$ cat src/rtl/touch_rst_seq.sv
module touch_rst_seq #(
  parameter int CLK_HZ = 100_000_000,
  parameter int RST_MS = 12,
  parameter int HOLD_MS = 60,
  parameter logic [6:0] ADDR_LOW = 7'h5D,
  parameter logic [6:0] ADDR_HIGH = 7'h14
) (
  input  logic       clk,
  input  logic       rst_n,
  input  logic       start,
  input  logic       sel_hi,
  output logic       tp_rst_n,
  output logic       int_o,
  output logic       int_oe,
  output logic       done,
  output logic [6:0] addr
);
  localparam int CYC_PER_MS = CLK_HZ / 1000;
  localparam int RST_CYC = CYC_PER_MS * RST_MS;
  localparam int HOLD_CYC = CYC_PER_MS * HOLD_MS;
  localparam int MAX_CYC = (RST_CYC > HOLD_CYC) ? RST_CYC : HOLD_CYC;
  localparam int CW = $clog2(MAX_CYC + 1);

  typedef enum logic [1:0] {S_IDLE, S_SETUP, S_RST, S_HOLD} st_t;

  st_t st;
  logic [CW-1:0] cnt;
  logic lvl;

  always_ff @(posedge clk or negedge rst_n) begin
    if (!rst_n) begin
      st   <= S_IDLE;
      cnt  <= '0;
      lvl  <= 1'b0;
      done <= 1'b0;
      addr <= 7'h00;
    end else begin
      case (st)
        S_IDLE: if (start) begin
          lvl  <= sel_hi;
          done <= 1'b0;
          st   <= S_SETUP;
        end
        S_SETUP: begin
          cnt <= '0;
          st  <= S_RST;
        end
        S_RST: if (cnt == CW'(RST_CYC - 1)) begin
          cnt <= '0;
          st  <= S_HOLD;
        end else cnt <= cnt + 1'b1;
        S_HOLD: if (cnt == CW'(HOLD_CYC - 1)) begin
          cnt  <= '0;
          st   <= S_IDLE;
          done <= 1'b1;
          addr <= lvl ? ADDR_HIGH : ADDR_LOW;
        end else cnt <= cnt + 1'b1;
        default: st <= S_IDLE;
      endcase
    end
  end

  assign tp_rst_n = (st != S_RST);
  assign int_oe   = (st != S_IDLE);
  assign int_o    = lvl;
endmodule

$ cat config.mk
export PLATFORM = sky130hd
export DESIGN_NAME = touch_rst_seq
export DESIGN_NICKNAME = d
export VERILOG_FILES = /design/src/rtl/touch_rst_seq.sv
export SDC_FILE = /design/constraint.sdc
export NUM_CORES = 1
export LEC_CHECK = 0
export CAP_MARGIN = 20
export CORE_MARGIN = 3
export CORE_UTILIZATION = 56
export CTS_BUF_LIST = sky130_fd_sc_hd__clkbuf_2
export CTS_CLUSTER_DIAMETER = 60
export DETAILED_ROUTE_END_ITERATION = 7
export PLACE_DENSITY = 0.83
export SLEW_MARGIN = 15
export SYNTH_ARGS = -nofsm -noshare
export SYNTH_HDL_FRONTEND = slang
export SYNTH_SLANG_ARGS = --single-unit
export TNS_END_PERCENT = 5
$ cat constraint.sdc
create_clock -name clk -period 4.45 [get_ports clk]
set_input_delay 0.445 -clock clk [delete_from_list [all_inputs] [get_ports clk]]
set_output_delay 0.445 -clock clk [all_outputs]
set_load 0.005 [all_outputs]
======== Word-level counts from Yosys, hierarchy flattened ========
Index checks and enable logic that the tools add are counted.
operators by class
  $add $sub $neg .......................... 1
  equality and inequality tests ........... 9
  multiplexer cells ....................... 11
  reductions and logical operators ........ 8
operators with widths
  cell                   count
  $pmux 23 s3            1
  $mux 23                2
  $add 23x1->23 const B  1
  $eq 23x21->1 const B   1
  $eq 23x23->1 const B   1
  $ne 2x2->1 const B     4
  $pmux 2 s4             1
  $mux 7                 1
  $mux 2                 3
  $reduce_and 3->1       2
  $eq 2x2->1 const B     2
  $reduce_and 2->1       2
  $reduce_bool 2->1      2
  $reduce_bool 3->1      1
  $eq 2x1->1 const B     1
  $logic_not 2->1        1
  $mux 1                 2
  $pmux 1 s2             1
word-level totals
  register bits after elaboration ......... 34
  input bits .............................. 4
  output and inout port bits .............. 11
  logic and storage cells ................. 34

======== Depth between registers and ports, before layout ========
Gate-level depths: netlist (run 1).
  depth in word-level cells ............... 3
  mapped depth ............................ 8
  mapped depth without buffers ............ 6

======== Least setup slack after synthesis (run 1) ========
OpenSTA, ideal clock, no wires.
  path type ............................... reg-to-reg
  start ................................... register cnt[13]
  end ..................................... register st[1]
  setup time .............................. 0.125 ns
  arrival time ............................ 1.892 ns
  data required time ...................... 4.325 ns
  setup slack ............................. 2.433 ns
  cell stages (with the launch flop) ...... 6
  period minus slack after synthesis ...... 2.017 ns
  cells stage by stage .................... dfrtp_1 -> or4_4 -> nor4_4 -> a21oi_1 -> nor3_1 -> mux2_2
on the way
  word-level cells in the longest chain between the ends .. 3
  elaborated cells between the ends (all ways) .. 5
ends and longest elaborated chain
  what                                                 RTL line  text
  start, declared                                      27        logic [CW-1:0] cnt;
  start signal, assigned                               51        end else cnt <= cnt + 1'b1;
  start signal, assigned                               57        end else cnt <= cnt + 1'b1;
  $eq 23x21->1 / $eq 23x23->1 (equally long branches)  48, 52
  $ne 2x2->1 (no source line)                          n/a
  $reduce_and 3->1 (no source line) (*)                n/a
  end signal, assigned                                 46        st <= S_RST;
  end signal, assigned                                 50        st <= S_HOLD;
  end signal, assigned                                 54        st <= S_IDLE;
  end, declared                                        26        st_t st;
Every way passes the cells marked *; elsewhere a longest branch is shown, timed or not.
A chain may end at the register's enable or synchronous reset.

======== Worst setup path after layout (run 1) ========
  start ................................... register cnt[0]
  end ..................................... register cnt[14]
on the way
  word-level cells in the longest chain between the ends .. 3
  elaborated cells between the ends (all ways) .. 6
ends and longest elaborated chain
  what                                   RTL line  text
  $add 23x1->23 (tied with other cells)  51, 57
  $mux 23 (on tied branches)             52, 48
  $pmux 23 s3 (*)                        38        case (st)
Marks and branches as above.

==> impl_metrics.xml, run 1 <==
<?xml version="1.0" encoding="UTF-8"?>
<metrics>
  <group name="worst_setup_path">
    <metric name="slowest_delay" unit="ns">0.77</metric>
    <metric name="critical_path_class" unit="">reg2reg</metric>
    <metric name="timing.rr.end" unit="">cnt[14]</metric>
    <metric name="worstPathCellList" unit="">ha_1 &gt; nand4_1 &gt; nor4_4 &gt; a21boi_2 &gt; o21ai_0 &gt; o311ai_0</metric>
    <metric name="cpMaxStageDelayCell" unit="">sky130_fd_sc_hd__a21boi_2</metric>
    <metric name="cp_max_fo" unit="">21</metric>
    <metric name="cp.buffers_inverters" unit="">0</metric>
    <metric name="reg2regPathDepth" unit="">6</metric>
    <metric name="crit_arrival" unit="ns">2.77</metric>
    <metric name="startpoint_types" unit="">register</metric>
    <metric name="required" unit="ns">4.74</metric>
    <metric name="cp_top_family" unit="">compound AO/OA/AOI/OAI gates</metric>
    <metric name="worstSetupEndpointType" unit="">register</metric>
    <metric name="timing.reg2reg.setup_slack" unit="ns">1.97</metric>
    <metric name="critical_path.reg2reg.startpoint" unit="">cnt[0]</metric>
  </group>
  <group name="timing">
    <metric name="maxClockFrequency" unit="GHz">0.404</metric>
    <metric name="setup_viol" unit="">0</metric>
    <metric name="fin_skew" unit="ns">0.0157</metric>
    <metric name="setup_total_negative_slack" unit="ns">0</metric>
    <metric name="hold_violations" unit="">0</metric>
    <metric name="minimum_clock_period_after_layout" unit="ns">2.48</metric>
    <metric name="worst_slew_margin_rel" unit="%">35.5</metric>
    <metric name="unrepaired_setup_endpoints_after_global_routing" unit="">no</metric>
    <metric name="finalMaxSlewViolations" unit="">0</metric>
    <metric name="worstMarginPinSlew" unit="ns">0.962</metric>
    <metric name="post-route-period-util" unit="%">55.7</metric>
  </group>
  <group name="grt">
    <metric name="pin_count_of_the_biggest_net_entering_global_routing" unit="">30</metric>
    <metric name="grt.total_usage" unit="%">21.1</metric>
    <metric name="via_count_of_the_first_global_routing_pass" unit="">1440</metric>
    <metric name="global_route_wire_length_before_repair" unit="um">6670</metric>
    <metric name="grt_remaining_overflow" unit="">0</metric>
    <metric name="grt_antenna_before_repair" unit="">0</metric>
  </group>
  <group name="synth">
    <metric name="synth-seq-cells" unit="">29</metric>
    <metric name="ys_top_cells_by_count" unit="">sky130_fd_sc_hd__dfrtp_1 (29), sky130_fd_sc_hd__nand2_1 (24), sky130_fd_sc_hd__nor2_1 (20), sky130_fd_sc_hd__nor3_1 (13), sky130_fd_sc_hd__nand3_1 (12)</metric>
    <metric name="synth.avg_cell_area" unit="sq um">8.79</metric>
    <metric name="yosysMostFrequentCell" unit="">sky130_fd_sc_hd__dfrtp_1</metric>
    <metric name="synthTopCellsByArea" unit="">sky130_fd_sc_hd__dfrtp_1 (40%), sky130_fd_sc_hd__nand2_1 (4.9%), sky130_fd_sc_hd__nor2_1 (4.1%), sky130_fd_sc_hd__o211ai_1 (3.7%), sky130_fd_sc_hd__nor3_1 (3.6%)</metric>
    <metric name="synth.yosys.seq_area_share" unit="%">39.7</metric>
    <metric name="count_of_flip_flops_with_a_built_in_enable_after_synthesis" unit="">0</metric>
    <metric name="ys_types" unit="">46</metric>
    <metric name="postSynth.asyncResetShare" unit="%">100</metric>
    <metric name="yosys_most_used_dff" unit="">sky130_fd_sc_hd__dfrtp_1</metric>
    <metric name="synth.largest_area_cell" unit="">sky130_fd_sc_hd__dfrtp_1</metric>
    <metric name="netlist_area_before_placement" unit="sq um">1830</metric>
    <metric name="synthesis.instances" unit="">208</metric>
    <metric name="yosysWarnings" unit="">0</metric>
    <metric name="netlist.area_leader.share" unit="%">39.7</metric>
  </group>
  <group name="clock_tree">
    <metric name="number_of_setup_buffers_added_after_cts" unit="">0</metric>
    <metric name="h-tree-depth" unit="">2</metric>
    <metric name="cts_root_buf" unit="">sky130_fd_sc_hd__clkbuf_2</metric>
    <metric name="cts-buffers-inserted" unit="">5</metric>
    <metric name="clock_path_buffers" unit="">2</metric>
    <metric name="ctsHoldBuffers" unit="">0</metric>
    <metric name="cts_repair_resize_count" unit="">0</metric>
    <metric name="tritoncts" unit="">done</metric>
    <metric name="cts.reportedPaths.clkPinSlew" unit="ns">0.17</metric>
    <metric name="clkLatencyLatePin" unit="ns">0.38</metric>
    <metric name="clk_sink_count" unit="">29</metric>
  </group>
  <group name="finish">
    <metric name="layout-area-overhead-vs-synth" unit="%">7.73</metric>
    <metric name="antenna_cells_inserted" unit="">0</metric>
    <metric name="final_layout_size_suffix_gt1_share" unit="%">9.17</metric>
    <metric name="final_nets" unit="">226</metric>
    <metric name="final_core_density" unit="%">64.0</metric>
    <metric name="fillers" unit="">277</metric>
    <metric name="finish.cell_count_without_fillers" unit="">262</metric>
    <metric name="design_area" unit="sq um">1970</metric>
  </group>
  <group name="die">
    <metric name="core_area" unit="sq um">3080</metric>
    <metric name="die_y" unit="um">63.1</metric>
    <metric name="die_area" unit="sq um">3990</metric>
    <metric name="floorplan.rows" unit="">20</metric>
    <metric name="fp.dieW" unit="um">63.1</metric>
    <metric name="floorplan.initialDensity" unit="%">59.4</metric>
    <metric name="io_pins" unit="">15</metric>
  </group>
  <group name="job">
    <metric name="drv.max_cap_violation_count" unit="">0</metric>
  </group>
  <group name="outcome">
    <metric name="run_status" unit="">completed</metric>
  </group>
  <group name="detailed_routing">
    <metric name="drt-initial-drc-count" unit="">78</metric>
    <metric name="dr_vias_cell" unit="">5.90</metric>
    <metric name="wl" unit="um">3790</metric>
    <metric name="drt-pass1-iter-count" unit="">4</metric>
    <metric name="drt-wirelength-per-cell" unit="um">14.4</metric>
    <metric name="num_vias" unit="">1547</metric>
    <metric name="final_antenna_net_count" unit="">0</metric>
    <metric name="post-route-drc-count" unit="">0</metric>
  </group>
  <group name="placed_design">
    <metric name="detailedPlacementHpwl" unit="um">2630</metric>
    <metric name="dp_cells" unit="">254</metric>
    <metric name="placedInstanceArea" unit="sq um">1930</metric>
    <metric name="buffer_ports.inserted" unit="">12</metric>
    <metric name="globalplace.congestion" unit="">0.879</metric>
  </group>
  <group name="pwr">
    <metric name="power-per-cell-area" unit="nW/um^2">403</metric>
    <metric name="power_leakage" unit="nW">0.798</metric>
    <metric name="overall_power_of_the_completed_layout" unit="mW">0.793</metric>
    <metric name="vdd_drop_max" unit="V">0.000237</metric>
  </group>
  <group name="min_path">
    <metric name="hp-class" unit="">in2async</metric>
  </group>
</metrics>
==> metrics by stage <==
| stage | hold slack (ns) | worst slack (ns) |
|---|---|---|
| after floorplan | 0.149 | 2.43 |
| after global placement | 0.472 | 2.09 |
| after detailed placement | 0.491 | 2.02 |
| after CTS | 0.410 | 1.97 |
| after global routing | 0.415 | 1.70 |
| final | 0.424 | 1.97 |
==> report_power, final <==
| part | switching [mW] | leakage, nW | internal, mW |
|---|---|---|---|
| registers | 0.0237 | 0.397 | 0.288 |
| logic | 0.224 | 0.373 | 0.120 |
| clock network | 0.101 | 0.0287 | 0.0366 |
==> cells by family (layout without fill, tap and decap cells) <==
group	count (synthesis)	in the layout	share of synthesized area, %
xor+xnor	6	6	2.87
flops	29	29	39.7
fa+ha+maj	5	5	3.42
compound gates	38	38	14.2
other cells	1	2	0.205
buf+inv	22	31	7.25
simple gates	104	104	30.6
mux	3	3	1.78
==> state kept, by name (all words and copies together) (netlist names) <==
signal,flops
done,1
int_o,1
cnt,23
addr,2
st,2
==> placed cells by master (no fill, tap or decap), types with 2 or more instances in the layout <==
cell                              count
sky130_fd_sc_hd__nor2_1              20
sky130_fd_sc_hd__nand3_1             12
sky130_fd_sc_hd__o21ai_0             11
sky130_fd_sc_hd__nand2b_1             3
sky130_fd_sc_hd__clkbuf_2             5
sky130_fd_sc_hd__clkinv_2             2
sky130_fd_sc_hd__nor4_1               5
sky130_fd_sc_hd__or4_4                2
sky130_fd_sc_hd__nand4_1              7
sky130_fd_sc_hd__nand2_1             24
sky130_fd_sc_hd__ha_1                 5
sky130_fd_sc_hd__mux2_2               2
sky130_fd_sc_hd__xnor2_1              5
sky130_fd_sc_hd__o22ai_1              2
sky130_fd_sc_hd__a21o_1               2
sky130_fd_sc_hd__dfrtp_1             29
sky130_fd_sc_hd__nor3_1              13
sky130_fd_sc_hd__or4_1                2
sky130_fd_sc_hd__inv_1                8
sky130_fd_sc_hd__a21oi_1              5
sky130_fd_sc_hd__o211ai_1             9
sky130_fd_sc_hd__conb_1               2
sky130_fd_sc_hd__clkdlybuf4s50_1     12
sky130_fd_sc_hd__a2bb2oi_1            2
sky130_fd_sc_hd__buf_4                3
sky130_fd_sc_hd__or3_1                2
sky130_fd_sc_hd__and3_1               4
==> area by class of cell <==
class | count | area, sq um | share of cell area, %
timing repair buffer | 15 | 143 | 7.24
inverter | 8 | 30.0 | 1.52
clock buffer | 5 | 25.0 | 1.27
multi-input combinational | 158 | 973 | 49.4
clock inverter | 3 | 17.5 | 0.889
sequential | 29 | 726 | 36.8
tap | 44 | 55.1 | 2.80
==> how the worst max path moves through the flow <==
| stage | cells after the start | startpoint | slack [ns] | endpoint |
|---|---|---|---|---|
| CTS | 6 | cnt[0] | 1.97 | cnt[14] |
| global placement | 6 | cnt[0] | 2.09 | cnt[14] |
| floorplan | 5 | cnt[13] | 2.43 | st[1] |
| finish | 6 | cnt[0] | 1.97 | cnt[14] |
| global route | 6 | cnt[0] | 1.70 | cnt[14] |
| detailed placement | 6 | cnt[0] | 2.02 | cnt[14] |
==> routing by layer <==
layer	global-route usage, %	vias to the layer above	part of all wire, %
li1	-	767	-
met1	27.9	741	47
met2	33.1	37	48
met3	6.06	2	4.7
met4	7.44	0	0.34
met5	0	-	0
(Power assumes the default switching activity.)
==> run 2: changes to the inputs <==
--- a/config.mk
+++ b/config.mk
@@ -7,11 +7,11 @@
 export LEC_CHECK = 0
 export CAP_MARGIN = 20
 export CORE_MARGIN = 3
-export CORE_UTILIZATION = 56
+export CORE_UTILIZATION = 54
 export CTS_BUF_LIST = sky130_fd_sc_hd__clkbuf_2
 export CTS_CLUSTER_DIAMETER = 60
 export DETAILED_ROUTE_END_ITERATION = 7
-export PLACE_DENSITY = 0.83
+export PLACE_DENSITY = 0.84
 export SLEW_MARGIN = 15
 export SYNTH_ARGS = -nofsm -noshare
 export SYNTH_HDL_FRONTEND = slang
==> constraint.sdc (replaced) <==
create_clock -name clk -period 2 [get_ports clk]
set_input_delay 0.2 -clock clk [delete_from_list [all_inputs] [get_ports clk]]
set_output_delay 0.2 -clock clk [all_outputs]
set_load 0.005 [all_outputs]
==> run 2 against run 1 <==
  * The flow now finishes with violations (negative setup slack)
  * Clock power is 120% higher
  * Maximum frequency is 17% higher
  * Critical path type unchanged
  * Count of clock-buffer cells in the layout stayed put
  * Register-to-register slack got worse by 2.1 ns
  * Sequential power increased by 120%
  * First-iteration DRC count is 56% higher
  * Sequential cell count stayed put
  * Largest cell class unchanged
  * Global-route usage up 2.7 points
  * Clock skew is 0.0077 ns higher
==> impl_metrics.xml, run 2 (synthesis gave the netlist of run 1 again) <==
<?xml version="1.0" encoding="UTF-8"?>
<metrics>
  <group name="pwr">
    <metric name="power_report.internal_total" unit="mW">1.34</metric>
    <metric name="p_sw_share" unit="%">41.2</metric>
    <metric name="power-per-cell-area" unit="nW/um^2">978</metric>
    <metric name="vdd_drop_max" unit="V">0.000517</metric>
    <metric name="net-switching-power" unit="mW">0.941</metric>
    <metric name="clock_power_share" unit="%">13.0</metric>
    <metric name="comb_power_share" unit="%">57.2</metric>
    <metric name="share_seq_of_total_power" unit="%">29.8</metric>
    <metric name="power_leakage" unit="nW">1.03</metric>
  </group>
  <group name="grt">
    <metric name="grt_antenna_before_repair" unit="">0</metric>
    <metric name="grt.total_usage" unit="%">23.9</metric>
    <metric name="global_route_wire_length_before_repair" unit="um">7600</metric>
    <metric name="via_count_of_the_first_global_routing_pass" unit="">1600</metric>
    <metric name="pin_count_of_the_biggest_net_entering_global_routing" unit="">30</metric>
    <metric name="grt_remaining_overflow" unit="">0</metric>
  </group>
  <group name="clock_tree">
    <metric name="clkLatencyLatePin" unit="ns">0.39</metric>
    <metric name="clock_path_buffers" unit="">2</metric>
    <metric name="ctsHoldBuffers" unit="">0</metric>
    <metric name="cts_root_buf" unit="">sky130_fd_sc_hd__clkbuf_2</metric>
    <metric name="cts-buffers-inserted" unit="">5</metric>
    <metric name="clk_sink_count" unit="">29</metric>
    <metric name="tritoncts" unit="">done</metric>
    <metric name="h-tree-depth" unit="">2</metric>
    <metric name="cts.reportedPaths.clkPinSlew" unit="ns">0.17</metric>
  </group>
  <group name="worst_setup_path">
    <metric name="required" unit="ns">2.30</metric>
    <metric name="worstPathCellList" unit="">or4_4 &gt; nor4_4 &gt; buf_4 &gt; a21boi_4 &gt; nor3_2 &gt; mux2_4</metric>
    <metric name="crit_arrival" unit="ns">2.43</metric>
    <metric name="cpMaxStageDelayCell" unit="">sky130_fd_sc_hd__or4_4</metric>
    <metric name="critical_path.reg2reg.startpoint" unit="">cnt[12]</metric>
    <metric name="slowest_delay" unit="ns">0.53</metric>
    <metric name="startpoint_types" unit="">register</metric>
    <metric name="cp_max_fo" unit="">6</metric>
    <metric name="worst_setup_path_startpoint" unit="">cnt[12]</metric>
    <metric name="worstSetupEndpointType" unit="">register</metric>
    <metric name="critical_path_class" unit="">reg2reg</metric>
  </group>
  <group name="detailed_routing">
    <metric name="final_antenna_net_count" unit="">0</metric>
    <metric name="drt-initial-drc-count" unit="">122</metric>
    <metric name="sum_of_routed_wire_segments_on_met1" unit="um">2010</metric>
    <metric name="wl" unit="um">4670</metric>
    <metric name="met3_length" unit="um">220</metric>
    <metric name="dr_vias_cell" unit="">5.81</metric>
    <metric name="maxUsedRoutingLayer" unit="">met4</metric>
    <metric name="dr_wl_met2" unit="um">2360</metric>
    <metric name="num_vias" unit="">1726</metric>
    <metric name="post-route-drc-count" unit="">0</metric>
    <metric name="drt-wirelength-per-cell" unit="um">15.7</metric>
    <metric name="drt-pass1-iter-count" unit="">4</metric>
  </group>
  <group name="timing">
    <metric name="setup_viol" unit="">24</metric>
    <metric name="unrepaired_setup_endpoints_after_global_routing" unit="">yes</metric>
    <metric name="setup_total_negative_slack" unit="ns">-2.02</metric>
    <metric name="maxClockFrequency" unit="GHz">0.470</metric>
    <metric name="fin_skew" unit="ns">0.0234</metric>
    <metric name="fin_ws" unit="ns">-0.126</metric>
    <metric name="hold_violations" unit="">0</metric>
    <metric name="post-route-period-util" unit="%">106</metric>
    <metric name="hold-worst-slack" unit="ns">0.166</metric>
    <metric name="finalMaxSlewViolations" unit="">0</metric>
    <metric name="minimum_clock_period_after_layout" unit="ns">2.13</metric>
  </group>
  <group name="placed_design">
    <metric name="placedInstanceArea" unit="sq um">2190</metric>
    <metric name="detailedPlacementHpwl" unit="um">3300</metric>
    <metric name="buffer_ports.inserted" unit="">12</metric>
    <metric name="globalplace.congestion" unit="">0.969</metric>
  </group>
  <group name="finish">
    <metric name="final_common_cell" unit="">sky130_fd_sc_hd__buf_4</metric>
    <metric name="final_nets" unit="">261</metric>
    <metric name="fillers" unit="">232</metric>
    <metric name="largest_register_ff_count" unit="">23</metric>
    <metric name="layout.cells.most_common_list" unit="">sky130_fd_sc_hd__buf_4 (32), sky130_fd_sc_hd__dfrtp_1 (29), sky130_fd_sc_hd__nand2_1 (24)</metric>
    <metric name="largestRegisters" unit="">cnt: 23 flops, addr: 2 flops, st: 2 flops</metric>
    <metric name="design_area" unit="sq um">2330</metric>
    <metric name="final_layout_size_suffix_gt1_share" unit="%">24.9</metric>
    <metric name="layout-area-overhead-vs-synth" unit="%">27.7</metric>
    <metric name="regMostFlops" unit="">cnt</metric>
    <metric name="antenna_cells_inserted" unit="">0</metric>
  </group>
  <group name="die">
    <metric name="floorplan.initialDensity" unit="%">58.0</metric>
    <metric name="die_area" unit="sq um">4120</metric>
    <metric name="core_area" unit="sq um">3150</metric>
    <metric name="io_pins" unit="">15</metric>
    <metric name="die_y" unit="um">64.2</metric>
    <metric name="floorplan.rows" unit="">20</metric>
    <metric name="fp.dieW" unit="um">64.2</metric>
  </group>
  <group name="job">
    <metric name="drv.max_cap_violation_count" unit="">0</metric>
  </group>
  <group name="min_path">
    <metric name="hp-class" unit="">in2async</metric>
  </group>
  <group name="outcome">
    <metric name="run_status" unit="">complete, but fails checks</metric>
    <metric name="violations" unit="">negative setup slack</metric>
  </group>
</metrics>
## run 2: changes by cell type in the layout (fill, tap and decap cells not counted), moves of 2 or more
cell	previous run	this run
sky130_fd_sc_hd__buf_12	0	2
sky130_fd_sc_hd__buf_4	3	32
sky130_fd_sc_hd__buf_6	0	4
sky130_fd_sc_hd__clkinv_1	0	2
sky130_fd_sc_hd__o21ai_0	11	5
sky130_fd_sc_hd__o21ai_1	0	4
sky130_fd_sc_hd__o21ai_2	0	2
sky130_fd_sc_hd__o22ai_1	2	0
sky130_fd_sc_hd__o22ai_2	0	2
## run 2: what timing repair did
| action | 4_1_cts | 5_1_grt |
|---|---|---|
| endpoints found under the setup margin | 21 | 27 |
| buffers inserted | 0 | 3 |
| pin swaps | 4 | 9 |
| resized for setup | 7 | 18 |
## run 2: power by group through the flow
| stage | Clock, mW | Sequential, mW | Combinational [mW] |
|---|---|---|---|
| after detailed placement | 0 | 0.691 | 1.10 |
| after global placement | 0 | 0.686 | 1.06 |
| after global routing | 0.329 | 0.688 | 1.40 |
| after floorplan | 0 | 0.693 | 0.607 |
| final | 0.297 | 0.680 | 1.31 |
| after CTS | 0.301 | 0.680 | 1.15 |
## run 2: path summary, 6_finish.rpt
| check | endpoint | slack, ns | cells past startpoint |
|---|---|---|---|
| max in group asynchronous | cnt[21] | 1.54 | 2 |
| setup / recovery | st[1] | -0.13 | 6 |
| hold / removal | done | 0.17 | 2 |
| setup reg to reg | st[1] | -0.13 | 6 |
| min in group clk | int_o | 0.40 | 2 |
| hold reg to reg | addr[3] | 0.49 | 1 |
## run 2: area by class of cell
class,instances,area (sq um),share of cell area [%]
Multi-Input combinational cell,158,1040,44.5
Sequential cell,29,726,31.1
Inverter,8,30.0,1.29
Tap cell,44,55.1,2.36
Clock inverter,3,12.5,0.536
Timing Repair Buffer,50,448,19.2
Clock buffer,5,25.0,1.07
## run 2: critical path, delay by kind of cell, from the launching register on
family | cells | cell delay, ns
DFF | 1 | 0.43
muxes | 1 | 0.33
and+or+nand+nor | 3 | 1.00
buffers and inverters | 1 | 0.19
AOI/OAI and AO/OA | 1 | 0.10
## run 2: metal layers
metal  up-vias  GRT usage [%]
li1        834              -
met1       831           30.8
met2        51           39.2
met3        10           5.62
met4         0           7.92
met5         -              0
## run 2: stage by stage
step / power, mW / util (%) / setup slack [ns] / std cells
floorplan: 1.30 / - / 0.00532 / 209
global placement: 1.75 / 69.5 / -0.00798 / 286
detailed placement: 1.79 / 69.5 / -0.146 / 286
CTS: 2.14 / 71.4 / -0.102 / 294
global route: 2.41 / 74.0 / -0.191 / 297
finish: 2.28 / 74.0 / -0.126 / 297
==> run 3: changes to the inputs <==
--- a/config.mk
+++ b/config.mk
@@ -6,11 +6,13 @@
 export NUM_CORES = 1
 export LEC_CHECK = 0
 export CAP_MARGIN = 20
+export CORE_ASPECT_RATIO = 0.75
 export CORE_MARGIN = 3
 export CORE_UTILIZATION = 54
 export CTS_BUF_LIST = sky130_fd_sc_hd__clkbuf_2
 export CTS_CLUSTER_DIAMETER = 60
 export DETAILED_ROUTE_END_ITERATION = 7
+export GPL_ROUTABILITY_DRIVEN = 0
 export PLACE_DENSITY = 0.84
 export SLEW_MARGIN = 15
 export SYNTH_ARGS = -nofsm -noshare
==> run 3 against run 2 <==
  * The run still ends with negative setup slack left
  * Critical path type unchanged
  * Sequential share of layout area increased by 1.1 points
  * Global-route usage shrank 0.19 points
  * Clock power increased by 4%
  * Register-to-register slack improved by 0.02 ns
  * Worst setup slack better by 0.025 ns
  * Sequential power about the same
  * Total power shrank 6.9%
  * Combinational power shrank 13%
  * Count of clock-buffer cells in the layout rose by 3
  * Final area down 3.5%
==> impl_metrics.xml, run 3 (synthesis gave the netlist of run 1 again) <==
<?xml version="1.0" encoding="UTF-8"?>
<metrics>
  <group name="outcome">
    <metric name="run_status" unit="">complete, but fails checks</metric>
    <metric name="violations" unit="">negative setup slack</metric>
  </group>
  <group name="timing">
    <metric name="post-route-period-util" unit="%">105</metric>
    <metric name="hold_violations" unit="">0</metric>
    <metric name="hold-worst-slack" unit="ns">0.208</metric>
    <metric name="unrepaired_setup_endpoints_after_global_routing" unit="">yes</metric>
    <metric name="fin_ws" unit="ns">-0.101</metric>
    <metric name="setup_viol" unit="">21</metric>
    <metric name="finalMaxSlewViolations" unit="">0</metric>
    <metric name="minimum_clock_period_after_layout" unit="ns">2.10</metric>
    <metric name="maxClockFrequency" unit="GHz">0.476</metric>
    <metric name="fin_skew" unit="ns">0.0112</metric>
  </group>
  <group name="die">
    <metric name="fp.dieW" unit="um">73.2</metric>
    <metric name="io_pins" unit="">15</metric>
    <metric name="core_area" unit="sq um">3080</metric>
    <metric name="floorplan.initialDensity" unit="%">59.3</metric>
    <metric name="floorplan.rows" unit="">17</metric>
    <metric name="die_y" unit="um">56.4</metric>
    <metric name="die_area" unit="sq um">4130</metric>
  </group>
  <group name="worst_setup_path">
    <metric name="critical_path_class" unit="">reg2reg</metric>
    <metric name="reg2regPathDepth" unit="">7</metric>
    <metric name="timing.reg2reg.setup_slack" unit="ns">-0.10</metric>
    <metric name="crit_arrival" unit="ns">2.35</metric>
    <metric name="cp_max_fo" unit="">10</metric>
    <metric name="startpoint_types" unit="">register</metric>
    <metric name="required" unit="ns">2.25</metric>
    <metric name="critical_path.reg2reg.startpoint" unit="">cnt[19]</metric>
    <metric name="worstSetupEndpointType" unit="">register</metric>
    <metric name="setup.worst_path.end" unit="">cnt[11]</metric>
    <metric name="timing.rr.end" unit="">cnt[11]</metric>
    <metric name="worst_setup_path_startpoint" unit="">cnt[19]</metric>
  </group>
  <group name="clock_tree">
    <metric name="h-tree-depth" unit="">2</metric>
    <metric name="clkLatencyLatePin" unit="ns">0.36</metric>
    <metric name="tritoncts" unit="">done</metric>
    <metric name="clk_sink_count" unit="">29</metric>
    <metric name="clock_path_buffers" unit="">2</metric>
    <metric name="cts_root_buf" unit="">sky130_fd_sc_hd__clkbuf_2</metric>
    <metric name="cts.reportedPaths.clkPinSlew" unit="ns">0.15</metric>
    <metric name="cts-buffers-inserted" unit="">5</metric>
  </group>
  <group name="finish">
    <metric name="final_common_cell" unit="">sky130_fd_sc_hd__buf_4</metric>
    <metric name="antenna_cells_inserted" unit="">0</metric>
    <metric name="regMostFlops" unit="">cnt</metric>
    <metric name="final_nets" unit="">261</metric>
    <metric name="final_layout_size_suffix_gt1_share" unit="%">22.5</metric>
    <metric name="fillers" unit="">213</metric>
    <metric name="largest_register_ff_count" unit="">23</metric>
    <metric name="layout-area-overhead-vs-synth" unit="%">23.2</metric>
    <metric name="layout.cells.most_common_list" unit="">sky130_fd_sc_hd__buf_4 (36), sky130_fd_sc_hd__dfrtp_1 (29), sky130_fd_sc_hd__nand2_1 (23)</metric>
    <metric name="largestRegisters" unit="">cnt: 23 flops, addr: 2 flops, st: 2 flops</metric>
  </group>
  <group name="grt">
    <metric name="grt.total_usage" unit="%">23.7</metric>
    <metric name="grt_util_met1" unit="%">33.4</metric>
    <metric name="via_count_of_the_first_global_routing_pass" unit="">1636</metric>
    <metric name="pin_count_of_the_biggest_net_entering_global_routing" unit="">30</metric>
    <metric name="grt_antenna_before_repair" unit="">0</metric>
    <metric name="busiest_layer" unit="">met2</metric>
    <metric name="grt_remaining_overflow" unit="">0</metric>
    <metric name="global_route_wire_length_before_repair" unit="um">7470</metric>
    <metric name="grt.met2_usage" unit="%">34.0</metric>
    <metric name="groute.layer.met3.usage" unit="%">6.08</metric>
  </group>
  <group name="job">
    <metric name="drv.max_cap_violation_count" unit="">0</metric>
  </group>
  <group name="pwr">
    <metric name="overall_power_of_the_completed_layout" unit="mW">2.13</metric>
    <metric name="vdd_drop_max" unit="V">0.000940</metric>
    <metric name="power-per-cell-area" unit="nW/um^2">944</metric>
    <metric name="power_leakage" unit="nW">0.993</metric>
  </group>
  <group name="detailed_routing">
    <metric name="drt-pass1-iter-count" unit="">7</metric>
    <metric name="dr_vias_cell" unit="">6.02</metric>
    <metric name="num_vias" unit="">1753</metric>
    <metric name="wl" unit="um">4500</metric>
    <metric name="post-route-drc-count" unit="">0</metric>
    <metric name="final_antenna_net_count" unit="">0</metric>
    <metric name="drt-initial-drc-count" unit="">123</metric>
    <metric name="drt-wirelength-per-cell" unit="um">15.5</metric>
  </group>
  <group name="placed_design">
    <metric name="buffer_ports.inserted" unit="">12</metric>
    <metric name="place_ws" unit="ns">-0.0795</metric>
    <metric name="detailedPlacementHpwl" unit="um">3400</metric>
  </group>
  <group name="min_path">
    <metric name="hp-class" unit="">in2async</metric>
  </group>
</metrics>
## run 3: critical path, stage by stage (launching register included)
cell and delay (ns):
sky130_fd_sc_hd__dfrtp_1 0.40, sky130_fd_sc_hd__or4bb_1 0.55, sky130_fd_sc_hd__nor4_1 0.25, sky130_fd_sc_hd__a21oi_1 0.18
sky130_fd_sc_hd__buf_4 0.23, sky130_fd_sc_hd__buf_12 0.14, sky130_fd_sc_hd__o211ai_1 0.15, sky130_fd_sc_hd__nand3_1 0.10
## run 3: worst min-delay path by stage
stage | end | slack, ns | cells after the start
3_5_place_dp | addr[3] | 0.48 | 1
4_1_cts | cnt[7] | 0.21 | 2
6_report | cnt[7] | 0.21 | 2
2_1_floorplan | addr[3] | -0.1 | 0
3_3_place_gp | addr[4] | 0.47 | 1
5_1_grt | cnt[2] | 0.22 | 2
## run 3: where the power goes
part	internal [mW]	leakage [nW]	total, mW	switching [mW]
sequential	0.641	0.397	0.679	0.0379
clock	0.103	0.0332	0.309	0.205
combinational	0.531	0.563	1.14	0.608
## run 3: routing by layer
metal  wire length [um]  part of all wire (%)  up-vias
met2               1960                    44      102
met3                445                   9.9       10
met4                 72                   1.6        0
met1               2020                    45      802
li1                   -                     -      839
met5                  0                     0        -
## run 3: per-stage QoR
step                instance area, sq um  std cells  TNS, ns  util [%]
CTS                                 2250        291   -0.922      72.9
global placement                    2210        283   -0.242      71.6
finish                              2250        291    -1.31      73.0
detailed placement                  2210        283   -0.326      71.6
floorplan                           1830        209        0         -
global route                        2250        291    -3.08      73.0
## run 3: final cells by class
type                            count  area (sq um)  area share, %
Timing Repair Buffer               50           430           19.1
Inverter                            8          30.0           1.33
Sequential cell                    29           726           32.2
Multi-Input combinational cell    158           978           43.4
Tap cell                           38          47.5           2.11
Clock buffer                        8          40.0           1.78
## run 3: what timing repair did
| item | 4_1_cts | 5_1_grt |
|---|---|---|
| resized for setup | 1 | 3 |
| setup endpoints to repair | 19 | 25 |
| pin swaps | 0 | 1 |
| buffers inserted | 0 | 0 |
| hold buffers | 0 | 0 |
